$ cat src/rtl/ibs_pkg.sv
package ibs_pkg;

    typedef enum logic [2:0] {
        ST_IDLE = 3'd0,
        ST_ADDR = 3'd1,
        ST_DATA = 3'd2,
        ST_LAST = 3'd3,
        ST_MABT = 3'd4,
        ST_TURN = 3'd5
    } seq_state_e;

endpackage

$ cat src/rtl/ibs_claim_timer.sv
module ibs_claim_timer #(
    parameter int WIN = 5
) (
    input  logic clk,
    input  logic rst_n,
    input  logic arm_i,
    input  logic watch_i,
    input  logic devsel_n_i,
    output logic claimed_o,
    output logic expire_o
);
    localparam int CW = $clog2(WIN + 1);
    localparam logic [CW-1:0] LAST_EDGE = CW'(WIN - 1);

    logic [CW-1:0] wait_q;
    logic          claimed_q;

    assign claimed_o = claimed_q;
    assign expire_o  = watch_i && !claimed_q && devsel_n_i && (wait_q == LAST_EDGE);

    always_ff @(posedge clk or negedge rst_n) begin
        if (!rst_n) begin
            wait_q    <= '0;
            claimed_q <= 1'b0;
        end else if (arm_i) begin
            wait_q    <= '0;
            claimed_q <= 1'b0;
        end else if (watch_i && !claimed_q) begin
            if (!devsel_n_i) begin
                claimed_q <= 1'b1;
            end else if (wait_q != LAST_EDGE) begin
                wait_q <= wait_q + 1'b1;
            end
        end
    end


    win_range_chk: assert property (@(posedge clk) disable iff (!rst_n)
        wait_q <= LAST_EDGE);

endmodule

$ cat src/rtl/ibs_phase_ctr.sv
module ibs_phase_ctr #(
    parameter int LEN_W = 4
) (
    input  logic             clk,
    input  logic             rst_n,
    input  logic             load_i,
    input  logic [LEN_W-1:0] len_i,
    input  logic             dec_i,
    output logic             rem_one_o,
    output logic             rem_two_o,
    output logic [LEN_W-1:0] done_cnt_o
);
    localparam logic [LEN_W-1:0] ONE = LEN_W'(1);
    localparam logic [LEN_W-1:0] TWO = LEN_W'(2);

    logic [LEN_W-1:0] rem_q;
    logic [LEN_W-1:0] cnt_q;

    assign rem_one_o  = (rem_q == ONE);
    assign rem_two_o  = (rem_q == TWO);
    assign done_cnt_o = cnt_q;

    always_ff @(posedge clk or negedge rst_n) begin
        if (!rst_n) begin
            rem_q <= '0;
            cnt_q <= '0;
        end else if (load_i) begin
            rem_q <= (len_i == '0) ? ONE : len_i;
            cnt_q <= '0;
        end else if (dec_i) begin
            rem_q <= rem_q - 1'b1;
            cnt_q <= cnt_q + 1'b1;
        end
    end


    rem_underflow_chk: assert property (@(posedge clk) disable iff (!rst_n)
        dec_i |-> (rem_q != '0));

endmodule

$ cat src/rtl/ibs_seq_fsm.sv
module ibs_seq_fsm
    import ibs_pkg::*;
(
    input  logic       clk,
    input  logic       rst_n,
    input  logic       start_i,
    input  logic       rem_one_i,
    input  logic       rem_two_i,
    input  logic       expire_i,
    input  logic       xfer_i,
    input  logic       stop_seen_i,
    output seq_state_e state_o,
    output logic       frame_n_o,
    output logic       irdy_n_o,
    output logic       strobe_oe_o,
    output logic       done_o
);
    seq_state_e state_q;
    seq_state_e state_d;

    assign state_o = state_q;

    always_ff @(posedge clk or negedge rst_n) begin
        if (!rst_n) begin
            state_q <= ST_IDLE;
        end else begin
            state_q <= state_d;
        end
    end

    always_comb begin
        state_d = state_q;
        unique case (state_q)
            ST_IDLE: if (start_i) state_d = ST_ADDR;
            ST_ADDR: state_d = rem_one_i ? ST_LAST : ST_DATA;
            ST_DATA: begin
                if (expire_i) begin
                    state_d = ST_MABT;
                end else if (stop_seen_i || (xfer_i && rem_two_i)) begin
                    state_d = ST_LAST;
                end
            end
            ST_LAST: if (expire_i || xfer_i || stop_seen_i) state_d = ST_TURN;
            ST_MABT: state_d = ST_TURN;
            ST_TURN: state_d = ST_IDLE;
            default: state_d = ST_IDLE;
        endcase
    end

    always_comb begin
        frame_n_o   = 1'b1;
        irdy_n_o    = 1'b1;
        strobe_oe_o = 1'b1;
        done_o      = 1'b0;
        unique case (state_q)
            ST_IDLE: strobe_oe_o = 1'b0;
            ST_ADDR: frame_n_o = 1'b0;
            ST_DATA: begin
                frame_n_o = 1'b0;
                irdy_n_o  = 1'b0;
            end
            ST_LAST: irdy_n_o = 1'b0;
            ST_MABT: irdy_n_o = 1'b0;
            ST_TURN: done_o = 1'b1;
            default: strobe_oe_o = 1'b0;
        endcase
    end


    addr_phase_chk: assert property (@(posedge clk) disable iff (!rst_n)
        $fell(frame_n_o) |-> irdy_n_o);


    release_chk: assert property (@(posedge clk) disable iff (!rst_n)
        $fell(strobe_oe_o) |-> ($past(frame_n_o) && $past(irdy_n_o)));


    frame_stays_high_chk: assert property (@(posedge clk) disable iff (!rst_n)
        (frame_n_o && !irdy_n_o) |=> frame_n_o);

endmodule

$ cat src/rtl/ibs_initiator.sv
module ibs_initiator
    import ibs_pkg::*;
#(
    parameter int LEN_W     = 4,
    parameter int CLAIM_WIN = 5
) (
    input  logic             clk,
    input  logic             rst_n,
    input  logic             start_i,
    input  logic [LEN_W-1:0] burst_len_i,
    input  logic             write_i,
    input  logic             devsel_n_i,
    input  logic             trdy_n_i,
    input  logic             stop_n_i,
    output logic             frame_n_o,
    output logic             irdy_n_o,
    output logic             strobe_oe_o,
    output logic             busy_o,
    output logic             done_o,
    output logic             write_o,
    output logic             mabort_o,
    output logic             tstop_o,
    output logic [LEN_W-1:0] xfer_cnt_o
);
    seq_state_e state;
    logic       in_data;
    logic       load;
    logic       claimed;
    logic       claim_now;
    logic       expire;
    logic       xfer;
    logic       stop_seen;
    logic       rem_one;
    logic       rem_two;
    logic       mabort_q;
    logic       tstop_q;
    logic       write_q;

    assign in_data   = (state == ST_DATA) || (state == ST_LAST);
    assign load      = (state == ST_IDLE) && start_i;
    assign claim_now = claimed || !devsel_n_i;
    assign xfer      = in_data && claim_now && !trdy_n_i;
    assign stop_seen = in_data && claim_now && !stop_n_i;

    ibs_claim_timer #(.WIN(CLAIM_WIN)) u_timer (
        .clk        (clk),
        .rst_n      (rst_n),
        .arm_i      (load),
        .watch_i    (in_data),
        .devsel_n_i (devsel_n_i),
        .claimed_o  (claimed),
        .expire_o   (expire)
    );

    ibs_phase_ctr #(.LEN_W(LEN_W)) u_ctr (
        .clk        (clk),
        .rst_n      (rst_n),
        .load_i     (load),
        .len_i      (burst_len_i),
        .dec_i      (xfer),
        .rem_one_o  (rem_one),
        .rem_two_o  (rem_two),
        .done_cnt_o (xfer_cnt_o)
    );

    ibs_seq_fsm u_fsm (
        .clk         (clk),
        .rst_n       (rst_n),
        .start_i     (start_i),
        .rem_one_i   (rem_one),
        .rem_two_i   (rem_two),
        .expire_i    (expire),
        .xfer_i      (xfer),
        .stop_seen_i (stop_seen),
        .state_o     (state),
        .frame_n_o   (frame_n_o),
        .irdy_n_o    (irdy_n_o),
        .strobe_oe_o (strobe_oe_o),
        .done_o      (done_o)
    );

    always_ff @(posedge clk or negedge rst_n) begin
        if (!rst_n) begin
            mabort_q <= 1'b0;
            tstop_q  <= 1'b0;
            write_q  <= 1'b0;
        end else if (load) begin
            mabort_q <= 1'b0;
            tstop_q  <= 1'b0;
            write_q  <= write_i;
        end else begin
            if (expire)    mabort_q <= 1'b1;
            if (stop_seen) tstop_q  <= 1'b1;
        end
    end

    assign mabort_o = mabort_q;
    assign tstop_o  = tstop_q;
    assign write_o  = write_q;
    assign busy_o   = (state != ST_IDLE);


    abort_frame_chk: assert property (@(posedge clk) disable iff (!rst_n)
        expire |=> (frame_n_o && mabort_o));


    abort_order_chk: assert property (@(posedge clk) disable iff (!rst_n)
        (expire && state == ST_DATA) |=> (!irdy_n_o ##1 irdy_n_o));


    stop_frame_chk: assert property (@(posedge clk) disable iff (!rst_n)
        stop_seen |=> (frame_n_o && tstop_o));


    single_phase_chk: assert property (@(posedge clk) disable iff (!rst_n)
        (state == ST_ADDR && rem_one) |=> (frame_n_o && !irdy_n_o));


    irdy_hold_chk: assert property (@(posedge clk) disable iff (!rst_n)
        (in_data && !xfer && !stop_seen && !expire) |=> !irdy_n_o);


    unclaimed_ignore_chk: assert property (@(posedge clk) disable iff (!rst_n)
        (in_data && !claimed && devsel_n_i) |=> $stable(xfer_cnt_o));

endmodule

$ cat config.mk
export PLATFORM = sky130hd
export DESIGN_NAME = ibs_initiator
export DESIGN_NICKNAME = d
export VERILOG_FILES = /design/src/rtl/ibs_pkg.sv /design/src/rtl/ibs_claim_timer.sv /design/src/rtl/ibs_phase_ctr.sv /design/src/rtl/ibs_seq_fsm.sv /design/src/rtl/ibs_initiator.sv
export SDC_FILE = /design/constraint.sdc
export NUM_CORES = 1
export LEC_CHECK = 0
export BUFFER_PORTS_ARGS = -buffer_cell sky130_fd_sc_hd__buf_4
export CORE_AREA = 2 2 66 68
export CTS_CLUSTER_DIAMETER = 150
export CTS_CLUSTER_SIZE = 12
export DETAILED_ROUTE_END_ITERATION = 6
export DIE_AREA = 0 0 68 70
export HOLD_SLACK_MARGIN = 0.02
export PLACE_DENSITY = 0.46
export SYNTH_ARGS = -nofsm -noshare
export SYNTH_HDL_FRONTEND = slang
export SYNTH_SLANG_ARGS = --single-unit
$ cat constraint.sdc
create_clock -name clk -period 2.13 [get_ports clk]
set_input_delay 0.5325 -clock clk [delete_from_list [all_inputs] [get_ports clk]]
set_output_delay 0.5325 -clock clk [all_outputs]
set_load 0.05 [all_outputs]
==> results.sh, run 1 <==
export IMPL_power_density_nw_per_um2=1580
export IMPL_cts_setup_buffers=0
export IMPL_synth_nets=133
export IMPL_ys_flop_type="dfrtp_1"
export IMPL_wl_per_cell_um=12.3
export IMPL_worst_pin_slew_ns=0.383
export IMPL_finalSetupViolations=0
export IMPL_cts_tree="built"
export IMPL_grt_setup_unrepaired="no"
export IMPL_p_leak_uw=0.000625
export IMPL_synthTopCellsByArea="dfrtp_1 (41%), ha_1 (6.8%), nor2_1 (5.4%), xnor2_1 (4.8%), mux2_2 (3.1%)"
export IMPL_rows=24
export IMPL_ys_seq_area_share_pct=40.8
export IMPL_grt_antenna_before_repair=0
export IMPL_fin_crit_ns=1.91
export IMPL_slew_viol_final=0
export IMPL_yosysWarnings=0
export IMPL_hold_buffers=0
export IMPL_cts_sinks=18
export IMPL_grt_max_degree=19
export IMPL_run_status="completed"
export IMPL_h_tree_depth=1
export IMPL_io_pins=23
export IMPL_die_x_um=68
export IMPL_required_ns=1.60
export IMPL_ys_ff_latch=18
export IMPL_drv_cap=0
export IMPL_cts_buffers=3
export IMPL_dp_final_hpwl_um=1780
export IMPL_cts_root_buffer="clkbuf_8"
export IMPL_drive_above_1_share_pct=26.8
export IMPL_synth_distinct_cells=33
export IMPL_grt_pass1_wl_um=4200
export IMPL_wl_met3_um=66
export IMPL_dr_first_iter_drc_count=47
export IMPL_wl_met2_um=1090
export IMPL_synthArstFlopShare_pct=100
export IMPL_crit_type="reg -> out"
export IMPL_area_delta_synth_final_pct=23.3
export IMPL_synth_edf_count=0
export IMPL_wirelength_um=2340
export IMPL_drt_pass1_iterations=4
export IMPL_drt_met1_wl_um=1110
export IMPL_setup_tns_ns=0
export IMPL_start_kind="flip-flop"
export IMPL_portBuffers=22
export IMPL_clk_latency_ns=0.25
export IMPL_dp_cells=186
export IMPL_fin_worst_skew_ns=0.00381
export IMPL_gp_congestion=0.756
export IMPL_nets=156
export IMPL_synth_top_area_share_pct=40.8
export IMPL_min_path_type="in -> async"
export IMPL_final_cells=190
export IMPL_endpoint_kind="primary output"
export IMPL_crit_arrival_ns=1.38
export IMPL_slew_headroom_pct=74.1
export IMPL_yosysTopAreaCell="dfrtp_1"
export IMPL_syn_area_per_cell_um2=9.52
export IMPL_drc=0
export IMPL_num_fill_cells=450
export IMPL_viasPerCell=4.55
export IMPL_final_hold_violation_count=0
export IMPL_grt_pass1_vias=929
export IMPL_top_layer="met4"
export IMPL_cts_resized=0
export IMPL_die_h_um=70
export IMPL_cts_buffer_depth=2
export IMPL_clk_pin_slew_ns=0.07
export IMPL_syn_area_um2=1100
export IMPL_start_util_pct=26.7
export IMPL_synthCells=116
export IMPL_setup_ws_ns=0.220
export IMPL_dieArea_um2=4760
export IMPL_num_antenna_cells=0
export IMPL_final_antenna_net_count=0
export IMPL_core_area_um2=4140
export IMPL_fmax_mhz=524
export IMPL_overflow=0
export IMPL_grt_total_usage_pct=11.5
export IMPL_p_total_uw=2150
export IMPL_num_vias=865
export IMPL_vdd_drop_max_v=0.000511
export IMPL_critPathMaxFanout=9
export IMPL_pre_cts_ws_ns=0.361
export IMPL_post_route_period_util_pct=89.7
## layout make-up
| type | count | area, µm² | share of cell area, % |
|---|---|---|---|
| sequential | 18 | 450 | 33.1 |
| timing repair buffer | 26 | 195 | 14.3 |
| tap | 52 | 65.1 | 4.78 |
| clock buffer | 4 | 55.1 | 4.04 |
| inverter | 5 | 18.8 | 1.38 |
| multi-input combinational | 85 | 578 | 42.4 |
## kinds of logic (layout without fill, tap and decap cells)
logic type,count (synthesis),count (layout),synth area share [%]
AOI/OAI and AO/OA,17,17,9.29
xor gates and xnor gates,8,8,6.34
and+or+nand+nor,48,48,24.1
DFF,18,18,40.8
muxes,6,6,5.78
adders and majority gates,6,6,6.79
buffers and inverters,13,35,6.91
## power by group
part / internal (µW) / switching (µW) / total (µW)
logic: 466 / 756 / 1220
registers: 486 / 155 / 642
clock network: 164 / 120 / 284
## state kept, by name, summed over array words and instances (netlist names)
| name | count |
|---|---|
| mabort_o | 1 |
| tstop_o | 1 |
| u_ctr.done_cnt_o | 4 |
| u_ctr.rem_q | 4 |
| u_fsm.state_o | 3 |
| u_timer.claimed_o | 1 |
| u_timer.wait_q | 3 |
| write_o | 1 |
## stage by stage
step                hold WS [ns]  instance area [µm²]  util, %
CTS                        0.143                 1360     32.9
floorplan                  0.237                 1100        -
detailed placement         0.423                 1310     31.6
global placement           0.421                 1310     31.6
finish                     0.137                 1360     32.9
global route               0.150                 1360     32.9
## metal layers
layer | GRT usage, % | up-vias
met3 | 1.61 | 7
met4 | 6.22 | 0
met1 | 15.4 | 408
li1 | - | 433
met2 | 17.6 | 17
met5 | 0 | -
## cell usage in the layout, fill, tap and decap left out, types with 4 or more instances in the layout
cell type and instances:
nor2b_1 4, dfrtp_1 18, inv_1 5, o21ai_0 5
a21oi_1 6, nand2_1 8, clkbuf_8 4, buf_4 26
ha_1 6, xnor2_1 6, nor2_1 16
## critical path: stages (launching register included)
cell     delay (ns)
dfrtp_1        0.49
nor2b_1        0.28
and2_1         0.16
buf_4          0.19
## synthesized netlist by cell type (2+ instances only)
cell type,n
ha_1,6
xnor2_1,6
o21ai_0,5
nor3_1,3
nor4_1,2
nand4_1,2
o21bai_1,2
and2_1,2
buf_2,4
inv_1,5
mux2i_1,3
nor2b_1,4
nand3_1,3
mux2_2,3
xor2_1,2
buf_4,2
a21oi_1,6
buf_6,2
nor2_1,16
dfrtp_1,18
nand2_1,8
## final timing paths
path / end / cells after the start / slack, ns / startpoint
max: done_o / 3 / 0.22 / u_fsm.state_o[0]
min: u_ctr.done_cnt_o[3] / 1 / 0.14 / rst_n
max reg2reg: u_ctr.rem_q[3] / 3 / 0.41 / u_fsm.state_o[2]
min reg2reg: mabort_o / 2 / 0.50 / mabort_o
max in group asynchronous: u_ctr.done_cnt_o[1] / 1 / 1.79 / rst_n
min in group clk: mabort_o / 2 / 0.50 / mabort_o
No activity file was read; power rests on OpenSTA's default activity.
==> run 2: changes to the inputs <==
CORE_AREA = 2 2 48 94   (was 2 2 66 68)
DIE_AREA = 0 0 50 96   (was 0 0 68 70)
PLACE_DENSITY = 0.45   (was 0.46)
==> run 2 against run 1 <==
Compared with the run above: core utilization up 0.12 points; routed wire length up 6.0%; sequential power about the same; design area down 1.0%; critical path depth unchanged; clock skew down 0.00081 ns; register-to-register slack about the same; sequential share of layout area up 0.34 points; flip-flop and latch count unchanged; non-clock buffer count unchanged; critical endpoint unchanged; highest routed layer unchanged.
==> results.sh, run 2 (synthesis results as in run 1) <==
export IMPL_run_status="completed"
export IMPL_grt_pass1_wl_um=4310
export IMPL_rows=33
export IMPL_ff2ff_path_depth=3
export IMPL_cts_buffers=3
export IMPL_start_util_pct=27.0
export IMPL_cts_root_buffer="clkbuf_8"
export IMPL_layout_common_cells="buf_4 (26), dfrtp_1 (18), nor2_1 (16)"
export IMPL_start_kind="flip-flop"
export IMPL_required_ns=1.60
export IMPL_p_leak_uw=0.000618
export IMPL_endpoint_kind="primary output"
export IMPL_crit_start="u_fsm.state_o[1]"
export IMPL_nets=156
export IMPL_cts_sinks=18
export IMPL_cts_tree="built"
export IMPL_wl_met2_um=1410
export IMPL_fin_crit_ns=1.92
export IMPL_dp_final_hpwl_um=1910
export IMPL_crit_type="reg -> out"
export IMPL_slew_viol_final=0
export IMPL_io_pins=23
export IMPL_crit_family="flip-flops"
export IMPL_wl_per_cell_um=13.1
export IMPL_grt_pass1_vias=936
export IMPL_hold_buffers=0
export IMPL_wirelength_um=2480
export IMPL_grt_setup_unrepaired="no"
export IMPL_r2r_end="u_ctr.rem_q[1]"
export IMPL_dr_first_iter_drc_count=9
export IMPL_crit_buf_inv=1
export IMPL_wl_met3_um=63
export IMPL_cp_depth=3
export IMPL_grt_total_usage_pct=11.8
export IMPL_top_layer="met4"
export IMPL_drc=0
export IMPL_fin_worst_skew_ns=0.00300
export IMPL_vdd_drop_max_v=0.000636
export IMPL_num_vias=874
export IMPL_core_area_um2=4090
export IMPL_critPathMaxFanout=10
export IMPL_fmax_mhz=520
export IMPL_min_path_type="in -> async"
export IMPL_final_antenna_net_count=0
export IMPL_slowest_stage="dfrtp_1"
export IMPL_clk_latency_ns=0.25
export IMPL_cts_buffer_depth=2
export IMPL_grt_antenna_before_repair=0
export IMPL_critPathCapture="done_o"
export IMPL_cts_resized=0
export IMPL_grt_max_degree=19
export IMPL_viasPerCell=4.62
export IMPL_p_total_uw=2100
export IMPL_post_route_period_util_pct=90.3
export IMPL_clk_pin_slew_ns=0.07
export IMPL_final_util_pct=33.0
export IMPL_drt_met1_wl_um=958
export IMPL_portBuffers=22
export IMPL_drt_pass1_iterations=4
export IMPL_gp_congestion=0.728
export IMPL_h_tree_depth=1
export IMPL_setup_tns_ns=0
export IMPL_area_delta_synth_final_pct=22.1
export IMPL_worst_pin_slew_ns=0.421
export IMPL_slew_headroom_pct=71.9
export IMPL_finalSetupViolations=0
export IMPL_num_antenna_cells=0
export IMPL_cpPeakStageDelay_ns=0.49
export IMPL_die_x_um=50
export IMPL_cts_setup_buffers=0
export IMPL_rrSetupSlack_ns=0.42
export IMPL_die_h_um=96
export IMPL_drive_above_1_share_pct=26.3
export IMPL_path_cells="nor2b_1 > and2_1 > buf_4"
export IMPL_power_density_nw_per_um2=1560
export IMPL_crit_arrival_ns=1.39
export IMPL_overflow=0
export IMPL_dieArea_um2=4800
export IMPL_final_common_cell="buf_4"
export IMPL_reg2reg_from="u_fsm.state_o[1]"
export IMPL_final_hold_violation_count=0
export IMPL_drv_cap=0
run 2: cell count changes in the layout (fill, tap and decap cells not counted), sizes merged:
cell | previous run | this run
clkbuf | 4 | 3
run 2: layout make-up:
class	instances	area [µm²]
clock buffers	3	41.3
fillers	440	2740
inverters	5	18.8
multi-input cells	85	578
flip-flops and latches	18	450
well taps	52	65.1
repair buffers	26	195
run 2: worst min path at each step:
| stage | endpoint | slack [ns] | cells after the start |
|---|---|---|---|
| after floorplan | mabort_o | 0.24 | 0 |
| after global placement | write_o | 0.42 | 1 |
| after detailed placement | write_o | 0.42 | 1 |
| after CTS | tstop_o | 0.15 | 1 |
| after global routing | write_o | 0.15 | 1 |
| final | write_o | 0.14 | 1 |
run 2: per-layer routing:
layer | up-vias | GRT usage, %
met5 | - | 0
met4 | 0 | 5.56
met3 | 5 | 1.40
met2 | 17 | 22.0
met1 | 418 | 12.8
li1 | 434 | -
run 2: per-stage QoR:
step	worst slack, ns	hold WS, ns	instance area (µm²)	instances
final	0.208	0.143	1350	189
after global routing	0.0907	0.150	1350	189
after CTS	0.194	0.145	1350	189
after detailed placement	0.367	0.424	1310	186
after global placement	0.388	0.425	1310	186
after floorplan	0.178	0.237	1100	116
run 2: where the power goes:
group / internal, µW / leakage, µW / switching (µW)
combinational: 465 / 0.000370 / 757
clock: 126 / 0.0000216 / 115
sequential: 487 / 0.000226 / 152
